## src/rtl/bmc_pkg.sv

```systemverilog
package bmc_pkg;
  typedef enum logic [2:0] {
    ST_START,
    ST_IDLE,
    ST_RD_INSTR,
    ST_RD_DATA,
    ST_WR_DATA,
    ST_ERROR
  } bmc_state_e;

  typedef enum logic [1:0] {
    SRC_NONE,
    SRC_FETCH,
    SRC_LOAD,
    SRC_STORE
  } bmc_src_e;
endpackage

```

## src/rtl/bmc_arbiter.sv

```systemverilog
module bmc_arbiter
  import bmc_pkg::*;
(
  input  logic     store_req,
  input  logic     load_req,
  input  logic     fetch_req,
  output bmc_src_e pick
);
  // fixed priority: store, then load, then fetch
  always_comb begin
    if (store_req)      pick = SRC_STORE;
    else if (load_req)  pick = SRC_LOAD;
    else if (fetch_req) pick = SRC_FETCH;
    else                pick = SRC_NONE;
  end
endmodule

```

## src/rtl/bmc_timeout.sv

```systemverilog
module bmc_timeout #(
  parameter int TIMEOUT = 256
) (
  input  logic clk,
  input  logic rst,
  input  logic active,
  input  logic resp,
  output logic expire
);
  generate
    if (TIMEOUT == 0) begin : g_off
      assign expire = 1'b0;
    end else begin : g_on
      localparam int CW = (TIMEOUT > 1) ? $clog2(TIMEOUT) : 1;
      localparam logic [CW-1:0] LAST = CW'(TIMEOUT - 1);
      logic [CW-1:0] cnt_q;

      always_ff @(posedge clk) begin
        if (rst || !active || resp) cnt_q <= '0;
        else                        cnt_q <= cnt_q + 1'b1;
      end

      assign expire = active && !resp && (cnt_q == LAST);
    end
  endgenerate
endmodule

```

## src/rtl/bus_master_ctrl.sv

```systemverilog
module bus_master_ctrl
  import bmc_pkg::*;
#(
  parameter int AW      = 32,
  parameter int DW      = 32,
  parameter int TIMEOUT = 256
) (
  input  logic            clk,
  input  logic            rst,
  output logic            core_rst_o,
  input  logic            fetch_req,
  input  logic [AW-1:0]   fetch_addr,
  output logic            fetch_done_o,
  output logic            fetch_err_o,
  input  logic            load_req,
  input  logic [AW-1:0]   load_addr,
  output logic            load_done_o,
  output logic            load_err_o,
  input  logic            store_req,
  input  logic [AW-1:0]   store_addr,
  input  logic [DW-1:0]   store_data,
  input  logic [DW/8-1:0] store_be,
  output logic            store_done_o,
  output logic            store_err_o,
  output logic [DW-1:0]   rdata_o,
  output logic            cyc_o,
  output logic            stb_o,
  output logic            we_o,
  output logic [AW-1:0]   adr_o,
  output logic [DW-1:0]   dat_o,
  output logic [DW/8-1:0] sel_o,
  input  logic            ack_i,
  input  logic            err_i,
  input  logic [DW-1:0]   dat_i
);
  localparam int SW = DW / 8;

  bmc_state_e    state_q, state_d;
  bmc_src_e      pick, err_src_q;
  logic [AW-1:0] adr_q;
  logic [DW-1:0] wdat_q;
  logic [SW-1:0] be_q;
  logic          in_xfer, expire, fail;

  bmc_arbiter u_arb (
    .store_req (store_req),
    .load_req  (load_req),
    .fetch_req (fetch_req),
    .pick      (pick)
  );

  assign in_xfer = (state_q == ST_RD_INSTR) || (state_q == ST_RD_DATA) ||
                   (state_q == ST_WR_DATA);

  bmc_timeout #(.TIMEOUT(TIMEOUT)) u_tmo (
    .clk    (clk),
    .rst    (rst),
    .active (in_xfer),
    .resp   (ack_i | err_i),
    .expire (expire)
  );

  assign fail = in_xfer && (err_i || expire);

  always_comb begin
    state_d = state_q;
    case (state_q)
      ST_START: state_d = ST_IDLE;
      ST_IDLE: begin
        case (pick)
          SRC_STORE: state_d = ST_WR_DATA;
          SRC_LOAD:  state_d = ST_RD_DATA;
          SRC_FETCH: state_d = ST_RD_INSTR;
          default:   state_d = ST_IDLE;
        endcase
      end
      ST_RD_INSTR, ST_RD_DATA, ST_WR_DATA: begin
        if (fail)       state_d = ST_ERROR;
        else if (ack_i) state_d = ST_IDLE;
      end
      ST_ERROR: state_d = ST_IDLE;
      default:  state_d = ST_START;
    endcase
  end

  always_ff @(posedge clk) begin
    if (rst) begin
      state_q   <= ST_START;
      err_src_q <= SRC_NONE;
      adr_q     <= '0;
      wdat_q    <= '0;
      be_q      <= '0;
    end else begin
      state_q <= state_d;
      if (state_q == ST_IDLE) begin
        case (pick)
          SRC_STORE: begin
            adr_q  <= store_addr;
            wdat_q <= store_data;
            be_q   <= store_be;
          end
          SRC_LOAD:  adr_q <= load_addr;
          SRC_FETCH: adr_q <= fetch_addr;
          default:   adr_q <= adr_q;
        endcase
      end
      // error source is captured from the running transfer, not live requests
      if (fail) begin
        case (state_q)
          ST_RD_INSTR: err_src_q <= SRC_FETCH;
          ST_RD_DATA:  err_src_q <= SRC_LOAD;
          default:     err_src_q <= SRC_STORE;
        endcase
      end
    end
  end

  assign core_rst_o = (state_q == ST_START);
  assign cyc_o      = in_xfer;
  assign stb_o      = in_xfer;
  assign we_o       = (state_q == ST_WR_DATA);
  assign adr_o      = adr_q;
  assign dat_o      = wdat_q;
  assign sel_o      = (state_q == ST_WR_DATA) ? be_q : {SW{1'b1}};
  assign rdata_o    = dat_i;

  // a fetch whose address moved while in flight is dropped
  assign fetch_done_o = (state_q == ST_RD_INSTR) && ack_i && !err_i &&
                        (fetch_addr == adr_q);
  assign load_done_o  = (state_q == ST_RD_DATA) && ack_i && !err_i;
  assign store_done_o = (state_q == ST_WR_DATA) && ack_i && !err_i;

  assign fetch_err_o = (state_q == ST_ERROR) && (err_src_q == SRC_FETCH);
  assign load_err_o  = (state_q == ST_ERROR) && (err_src_q == SRC_LOAD);
  assign store_err_o = (state_q == ST_ERROR) && (err_src_q == SRC_STORE);
endmodule

```

## config.mk

```make
export PLATFORM = sky130hd
export DESIGN_NAME = bus_master_ctrl
export DESIGN_NICKNAME = d
export VERILOG_FILES = /design/src/rtl/bmc_pkg.sv /design/src/rtl/bmc_arbiter.sv /design/src/rtl/bmc_timeout.sv /design/src/rtl/bus_master_ctrl.sv
export SDC_FILE = /design/constraint.sdc
export NUM_CORES = 1
export LEC_CHECK = 0
export BUFFER_PORTS_ARGS = -buffer_cell sky130_fd_sc_hd__buf_2
export CORE_AREA = 2 2 110 112
export CTS_BUF_LIST = sky130_fd_sc_hd__clkbuf_16
export DETAILED_ROUTE_END_ITERATION = 6
export DIE_AREA = 0 0 112 114
export PLACE_DENSITY = 0.72
export SLEW_MARGIN = 10
export SYNTH_ARGS = -nofsm -noshare
export SYNTH_HDL_FRONTEND = slang
export SYNTH_HIERARCHICAL = 1
export SYNTH_SLANG_ARGS = --single-unit
```

## constraint.sdc

```tcl
create_clock -name clk -period 3.62 [get_ports clk]
set_input_delay 0.181 -clock clk [delete_from_list [all_inputs] [get_ports clk]]
set_output_delay 0.181 -clock clk [all_outputs]
set_load 0.005 [all_outputs]
```

==> results of run 1 <==
-- kinds of logic (layout without fill, tap and decap cells) --
kind of cell,after synthesis,in the layout,share of synthesized area [%]
AND/OR/NAND/NOR,203,203,21.1
AO/OA/AOI/OAI,152,152,22.0
flip-flops,81,81,37.4
buffers and inverters,78,243,10.7
XOR/XNOR,35,35,7.07
adder cells (fa/ha/maj),6,6,1.73
-- sequential cells by signal, indices dropped and copies added, names as in the netlist --
name	cells
state_q	3
be_q	4
adr_o	32
err_src_q	2
u_tmo/g_on.cnt_q	8
dat_o	32
-- cell usage after synthesis --
cell                       count
sky130_fd_sc_hd__nand2_1     141
sky130_fd_sc_hd__dfxtp_1      81
sky130_fd_sc_hd__a21oi_1      73
sky130_fd_sc_hd__buf_4        35
sky130_fd_sc_hd__xor2_1       33
sky130_fd_sc_hd__a22oi_1      32
sky130_fd_sc_hd__o211ai_1     29
sky130_fd_sc_hd__clkbuf_1     19
sky130_fd_sc_hd__nor2_1       14
sky130_fd_sc_hd__nor4_1        9
sky130_fd_sc_hd__or3_1         9
sky130_fd_sc_hd__buf_1         8
sky130_fd_sc_hd__buf_2         8
sky130_fd_sc_hd__nor3_1        7
sky130_fd_sc_hd__o21ai_0       7
sky130_fd_sc_hd__ha_1          6
sky130_fd_sc_hd__buf_6         4
sky130_fd_sc_hd__inv_1         4
sky130_fd_sc_hd__nand3_1       4
sky130_fd_sc_hd__a31oi_1       3
sky130_fd_sc_hd__o211ai_2      3
sky130_fd_sc_hd__nand2b_1      2
sky130_fd_sc_hd__nand3_2       2
sky130_fd_sc_hd__nand4_1       2
sky130_fd_sc_hd__nand4b_1      2
sky130_fd_sc_hd__nor4b_1       2
sky130_fd_sc_hd__o21bai_1      2
sky130_fd_sc_hd__xnor2_1       2
sky130_fd_sc_hd__a21o_1        1
sky130_fd_sc_hd__a21oi_2       1
sky130_fd_sc_hd__and2_1        1
sky130_fd_sc_hd__and3_1        1
sky130_fd_sc_hd__nand2b_4      1
sky130_fd_sc_hd__nand3b_1      1
sky130_fd_sc_hd__nor3b_1       1
sky130_fd_sc_hd__nor4_4        1
sky130_fd_sc_hd__o31ai_1       1
sky130_fd_sc_hd__or2_1         1
sky130_fd_sc_hd__or2_2         1
sky130_fd_sc_hd__or3b_1        1
-- critical path: cells and delay by family (launching register included) --
family / cells / cell delay (ns)
xor gates and xnor gates: 1 / 0.20
buffers and inverters: 1 / 0.17
DFF: 1 / 0.34
and+or+nand+nor: 3 / 1.29
-- power by group --
part           internal (W)  total, W  switching [W]
clock network      0.000674   0.00105       0.000376
registers          0.000959   0.00102      0.0000616
logic              0.000222  0.000506       0.000284
total               0.00185   0.00258       0.000722
-- stage by stage --
step           utilization [%]  hold slack, ns  total power (W)  cell area [µm²]  cells
2_1_floorplan                -           0.317          0.00136             4330    555
3_3_place_gp              44.4           0.362          0.00155             5200    851
3_5_place_dp              44.4           0.362          0.00156             5200    851
4_1_cts                   47.4          0.0678          0.00261             5550    867
5_1_grt                   47.4          0.0728          0.00273             5550    867
6_report                  47.4          0.0766          0.00258             5550    867
-- layer usage --
layer / share of wire, % / GRT usage (%)
met5: 0 / 0
met4: 1.1 / 5.12
met3: 8.3 / 5.31
met2: 50 / 36.1
met1: 41 / 23.8
-- worst min path at each step --
stage / endpoint / slack (ns) / cells after the start
after global placement: rdata_o[0] / 0.36 / 0
after detailed placement: rdata_o[0] / 0.36 / 0
after floorplan: be_q[0]$_SDFFE_PP0P_ / 0.32 / 2
final: dat_o[9]$_SDFFE_PP0P_ / 0.08 / 3
after CTS: dat_o[9]$_SDFFE_PP0P_ / 0.07 / 3
after global routing: dat_o[9]$_SDFFE_PP0P_ / 0.07 / 3
-- area by class of cell --
class,instances,area share [%]
Multi-Input combinational cell,396,40.6
Sequential cell,81,29.2
Timing Repair Buffer,223,20.4
Clock buffer,9,4.06
Tap cell,147,3.31
Clock inverter,7,2.14
Inverter,4,0.271
==> impl_summary.md, run 1 <==
Yosys
Dividing the synthesized area by the synthesized cell count gives between 7 and 8 µm². The total of warnings raised by yosys is 6. By area the synthesized netlist is led by sky130_fd_sc_hd__dfxtp_1 (37%), sky130_fd_sc_hd__nand2_1 (12%), sky130_fd_sc_hd__a21oi_1 (8.4%).

In the synthesized netlist, the number of instances is 555. After synthesis the netlist holds a flip-flop and latch count of 81. After synthesis, flip-flops and latches occupy 37.4% of the total area. The cell area after technology mapping is 0.00433 mm². The area share of the largest cell type after synthesis is 37.4%.

Summed over all instances, the cell type with the most area after synthesis is sky130_fd_sc_hd__dfxtp_1. In this run, distinct cell masters in the synthesized netlist total 40. The synthesized net count is 732.

Floorplan
In this run the count of I/O pins placed on the die edge is between 200 and 300. The vertical die dimension is 114 µm. The horizontal die dimension is 112 µm. In this run the core area contains 40 standard-cell rows. The initial standard-cell utilization of the core is a little under two fifths. The floorplan step defined a core boundary enclosing around 0.012 mm². The area of the die is between 0.01 and 0.015 mm².

Placement
The HPWL after detailed placement is between 9000 and 10000 µm. The weighted congestion reported at the end of routability-driven placement is around 0.76. The post-placement worst setup slack is 1.20 ns. The number of I/O port buffers is 216.

Finish
The area taken by flip-flops and latches is ~0.0016 mm². The area used by multi-input combinational logic is about 0.0023 mm². The repair_antennas step left the layout with diodes totalling 0. In the final layout, the share of cells above drive strength 1 is 34.6%. Leaving out fill and tap cells, the most frequent cells in the layout are sky130_fd_sc_hd__buf_2 (216), sky130_fd_sc_hd__nand2_1 (141), sky130_fd_sc_hd__dfxtp_1 (81). The library cell used most frequently in the layout, excluding fill and tap cells, is sky130_fd_sc_hd__buf_2. Compared with the post-synthesis result, the final layout area differs by 28.0%.

After the last flow step, the layout net total stands at 892. The layout filler cell count is 1233.

Run status
The flow ran to the end, and the final reports show no timing, DRC or antenna violations.

Timing
The worst clock skew is 0.00503 ns. The number of setup violations in the final report is 0. The slew at the pin closest to its max-slew limit is roughly 0.84 ns. The highest attainable clock frequency is approximately 400 MHz. Setup repair after global routing left no endpoint under its margin.

The post-route fraction of the period consumed by the critical path is between 60% and 70%. The minimum clock period is between 2 and 3 ns. The final worst-path setup slack is 1.10 ns. The final number of max-transition violations is 0.

The sum of negative setup slack is 0 ns. The number of endpoints with negative hold slack in the final report is 0. In this run the tightest slew margin relative to its limit is 43.6%.

GRT
The first-pass GRT wire length is 20400 µm. Summed over all layers, the global routing overflow is 0. Entering global routing, the biggest net connects 46 pins.

The initial antenna violation count came to 0. The via count of the first global-routing pass is 4072. The total global-route track usage is 20.1%.

Clocking
The number of buffers inserted by post-CTS setup repair is 0. Post-CTS repair changed the size of 0 cells. The clock drives 81 sinks. The number of buffers inserted during clock tree synthesis is 9. The H-tree level count is 3. The cell at the root of the clock tree is sky130_fd_sc_hd__clkbuf_16. The deepest clock path buffer count is 2. The clock tree from TritonCTS is yes. The clock latency on the worst-skew pair is 0.34 ns. The number of buffers inserted for hold repair after clock tree synthesis is 0. The clock-pin slew reported for the worst setup and hold paths after clock tree synthesis is around 0.06 ns.

Worst setup path
In this run the register-to-register setup slack is 1.22 ns. Counting cells, the worst reg-to-reg path comes to 7. At the worst endpoint, the required time is 3.44 ns. In this design, the critical path's most frequently occurring cell is sky130_fd_sc_hd__nor4_1. The worst setup path is captured at an output pin. The launch point of the critical path is adr_o[12]$_SDFFE_PP0P_. The reg-to-reg critical path endpoint is err_src_q[1]$_SDFFE_PP0P_. STA classifies the critical path startpoint as a register. The highest net fanout along the worst path is 3. Data on the critical path arrives at its endpoint at 2.34 ns. The worst reg2reg path startpoint is state_q[2]$_SDFFE_PP0P_.

In this run the worst setup path terminates at fetch_done_o. The category of the most critical setup path is register to output pin. The delay of the slowest cell on the worst path is 0.74 ns. The critical path goes through xor2_1 > nor4_1 > nand4b_1 > nor4_1 > buf_2.

Among all stages on the critical path, the largest delay is contributed by sky130_fd_sc_hd__nor4_1.

Drt
The DRC marker count from the first detailed-route iteration is roughly 270. The remaining routing DRC violations is 0. The count of vias placed by the detailed router is between 4k and 5k. The first-pass detailed-route iteration total is 4. The aggregate routed wire length is between 10000 and 15000 µm. The average wire per cell in the routed design is between 15 and 20 µm. After detailed routing, the number of vias per cell comes to approximately 5.0. Once detail routing completed, the nets flagged for antenna violations numbered 0.

Flow run
The max-capacitance violation count is 0.

Pwr
VDD sags by at most slightly above 0.3 mV. In this run the static leakage power is 2.52 nW. The power per standard cell area is 464 mW/mm².

Min path
The worst hold path belongs to the class primary input to register. The startpoint identified for the worst hold timing path is store_data[9].
No activity file was read; power rests on OpenSTA's default activity.
==> run 2, diff against run 1 <==
- CORE_AREA: 2 2 110 112 -> 2 2 109 111
- DIE_AREA: 0 0 112 114 -> 0 0 111 113
- PLACE_DENSITY: 0.72 -> 0.76
- clock period: 3.62 -> 2.1 ns (I/O delays scaled with it)
==> impl_summary.md, run 2 (synthesized netlist as in run 1, its figures left out) <==
GRT
The maximum number of pins on one net before global-route repair is 49 (was 46). The via count of the first global-routing pass was 4154 (was 4072). The total global-route track usage came to 20.8% (was 20.1%).

The leftover overflow at the end of global routing is 0 (unchanged). The initial antenna violation count was 0 (unchanged). The first-pass GRT wire length is 21100 µm (was 20400 µm).

Min path
The depth of the worst hold-timing path is 3 (unchanged). The path category of the worst min-delay check is primary input to register (unchanged). The startpoint of the lowest-slack hold path is store_data[3] (was store_data[9]).

The sink of the worst hold path is dat_o[3]$_SDFFE_PP0P_ (was dat_o[9]$_SDFFE_PP0P_).

Worst setup path
The cell type of the slowest stage on the worst timing path was sky130_fd_sc_hd__nor4_2 (was sky130_fd_sc_hd__nor4_1). The nature of the critical path endpoint is an output pin (unchanged). The top cell family by delay on the critical path is simple AND/OR/NAND/NOR gates (unchanged). The required time of the worst setup path is 2.00 ns (was 3.44 ns). Critical path, cell by cell: xor2_1 > nor4_2 > nand4_1 > nor4_1 > buf_2 (was xor2_1 > nor4_1 > nand4b_1 > nor4_1 > buf_2).

The internal reg-to-reg setup slack is 0.28 ns (was 1.22 ns). The category of the most critical setup path was register to output pin (unchanged). The number of cells traversed by the worst register-to-register path is 7 (unchanged). The kind of start point of the critical path is a register (unchanged).

The reg-to-reg critical path endpoint is err_src_q[0]$_SDFFE_PP0P_ (was err_src_q[1]$_SDFFE_PP0P_). The worst reg2reg path startpoint is state_q[2]$_SDFFE_PP0P_ (unchanged). The highest net fanout along the worst path is 3 (unchanged). The delay of the slowest cell on the worst path is 0.41 ns (was 0.74 ns). The count of buffer and inverter cells on the critical path is 1 (unchanged). The data arrival time of the worst path is 1.86 ns (was 2.34 ns).

Drt
The aggregate routed wire length is 13300 µm (was 13000 µm). The detailed-route vias per instance is 5.12 (was 5.04). The remaining routing DRC violations is 0 (unchanged).

The count of vias placed by the detailed router was 4464 (was 4369). The DRC marker count from the first detailed-route iteration is 250 (was 273). The average wire per cell in the routed design is 15.3 µm (was 15.0 µm).

The count of nets left with antenna violations after detail routing is 0 (unchanged). The first-pass detailed-route iteration total came to 5 (was 4).

Finish
Commonest cells after routing, fill and taps aside: sky130_fd_sc_hd__buf_2 (216), sky130_fd_sc_hd__nand2_1 (141), sky130_fd_sc_hd__dfxtp_1 (81) (unchanged). The fraction of layout cells with a size suffix above 1 is 35.4% (was 34.6%). The relative area change from synthesis to final layout is 30.5% (was 28.0%). The commonest non-fill, non-tap cell in the layout is sky130_fd_sc_hd__buf_2 (unchanged). The layout filler cell count is 1119 (was 1233).

The diode insertion count for antenna repair is 0 (unchanged). The post-layout net count is 901 (was 892).

Timing
For this run, the top clock speed supported by timing is 509 MHz. The minimum clock period is 1.96 ns. The number of setup violations in the final report is 0 (unchanged). The final number of max-transition violations is 0 (unchanged). The number of endpoints with negative hold slack in the final report is 0 (unchanged). Unrepaired setup endpoints after global routing: no (unchanged). The slew at the pin closest to its max-slew limit was 0.534 ns (was 0.838 ns).

The remaining max-slew budget at the tightest pin is 64.4% (was 43.6%). The sum of negative setup slack is 0 ns (unchanged). The worst clock skew was 0.00541 ns (was 0.00503 ns). The worst path uses 93.6% of the clock period.

Pwr
The switching power came to 0.00124 W (was 0.000722 W). The power per standard cell area is 748 mW/mm² (was 464 mW/mm²). The sum of internal, switching and leakage power is 0.00423 W (was 0.00258 W). The leakage power of the design is 2.57 nW (was 2.52 nW).

The worst vdd rail ir drop is 0.295 mV (was 0.309 mV). The clock network fraction of design power was 36.1% (was 40.7%). The power share of the combinational group was 22.7% (was 19.6%). The total internal power is 0.00299 W (was 0.00185 W).

The net switching share of the total power is 29.4% (was 28.0%). The part of the total power dissipated in sequential elements came to 41.2% (was 39.6%).

Run status
Run status: completed (unchanged).

Clocking
The clock tree from TritonCTS is yes (unchanged). The cell at the root of the clock tree is sky130_fd_sc_hd__clkbuf_16 (unchanged). The number of buffers inserted during clock tree synthesis is 9 (unchanged). The clock latency on the worst-skew pair is 0.33 ns (was 0.34 ns). The number of buffers inserted by post-CTS setup repair is 0 (unchanged).

The number of clock sinks seen by CTS is 81 (unchanged). The clock-pin slew reported for the worst setup and hold paths after clock tree synthesis was 0.06 ns (about the same). The deepest clock path buffer count is 2 (unchanged). The H-tree level count is 3 (unchanged).

Placement
The number of I/O port buffers is 216 (unchanged). The HPWL after detailed placement is 10100 µm (was 9590 µm). The weighted congestion reported at the end of routability-driven placement came to 0.779 (was 0.764).

Floorplan
The count of standard-cell rows is 39 (was 40). The vertical die dimension is 113 µm (was 114 µm). The horizontal die dimension is 111 µm (was 112 µm). The core box area is 0.0113 mm² (was 0.0117 mm²). The area of the die is 0.0125 mm² (was 0.0128 mm²). The initial standard-cell utilization of the core came to 38.5% (was 37.0%).

The boundary pin count was 281 (unchanged).

Flow run
The max-capacitance violation count came to 0 (unchanged).
## run 2: layer usage
| layer | GRT usage, % | share of wire (%) |
|---|---|---|
| met1 | 24.7 | 40 |
| met2 | 36.3 | 50 |
| met3 | 4.66 | 7.3 |
| met4 | 9.17 | 2.2 |
| met5 | 0 | 0 |
## run 2: what timing repair did
action,in CTS,in global routing
gates resized for setup,2,3
pin swaps,0,1
gates cloned,0,0
hold buffers,2,0
setup endpoints to repair,1,1
hold endpoints to repair,2,0
## run 2: layout make-up
class | count | area [µm²] | area share (%)
timing repair buffer | 232 | 1270 | 22.4
sequential | 81 | 1620 | 28.7
clock inverter | 7 | 62.6 | 1.11
tap | 143 | 179 | 3.16
inverter | 4 | 15.0 | 0.265
clock buffer | 9 | 225 | 3.98
multi-input combinational | 396 | 2280 | 40.4
## run 2: power groups by stage
stage | clock network (W) | registers, W | logic [W]
2_1_floorplan | 0 | 0.00177 | 0.000578
3_3_place_gp | 0 | 0.00177 | 0.000939
3_5_place_dp | 0 | 0.00178 | 0.000954
4_1_cts | 0.00156 | 0.00174 | 0.000963
5_1_grt | 0.00164 | 0.00176 | 0.00107
6_report | 0.00153 | 0.00174 | 0.000961
## run 2: worst max path at each step
stage / end / cells after the start / from
floorplan: err_src_q[0]$_SDFFE_PP0P_ / 8 / state_q[1]$_SDFFE_PP0P_
global placement: fetch_done_o / 5 / adr_o[15]$_SDFFE_PP0P_
detailed placement: fetch_done_o / 5 / adr_o[5]$_SDFFE_PP0P_
CTS: fetch_done_o / 5 / adr_o[5]$_SDFFE_PP0P_
global route: fetch_done_o / 5 / adr_o[7]$_SDFFE_PP0P_
finish: fetch_done_o / 5 / adr_o[28]$_SDFFE_PP0P_
## run 2: through the flow
stage / hold WS, ns / instances / worst slack [ns] / cell area, µm² / utilization (%)
2_1_floorplan: 0.241 / 555 / 0.152 / 4330 / -
3_3_place_gp: 0.210 / 854 / 0.277 / 5320 / 47.2
3_5_place_dp: 0.210 / 854 / 0.271 / 5320 / 47.2
4_1_cts: 0.000843 / 872 / 0.0464 / 5640 / 50.0
5_1_grt: 0.0117 / 872 / 0.00717 / 5660 / 50.2
6_report: 0.00845 / 872 / 0.135 / 5660 / 50.2
## run 2: worst reg2reg max path: cells and delay by family, from the launching register on
kind             cells  cell delay [ns]
AND/OR/NAND/NOR      5             0.92
AO/OA/AOI/OAI        2             0.41
flip-flops           1             0.43
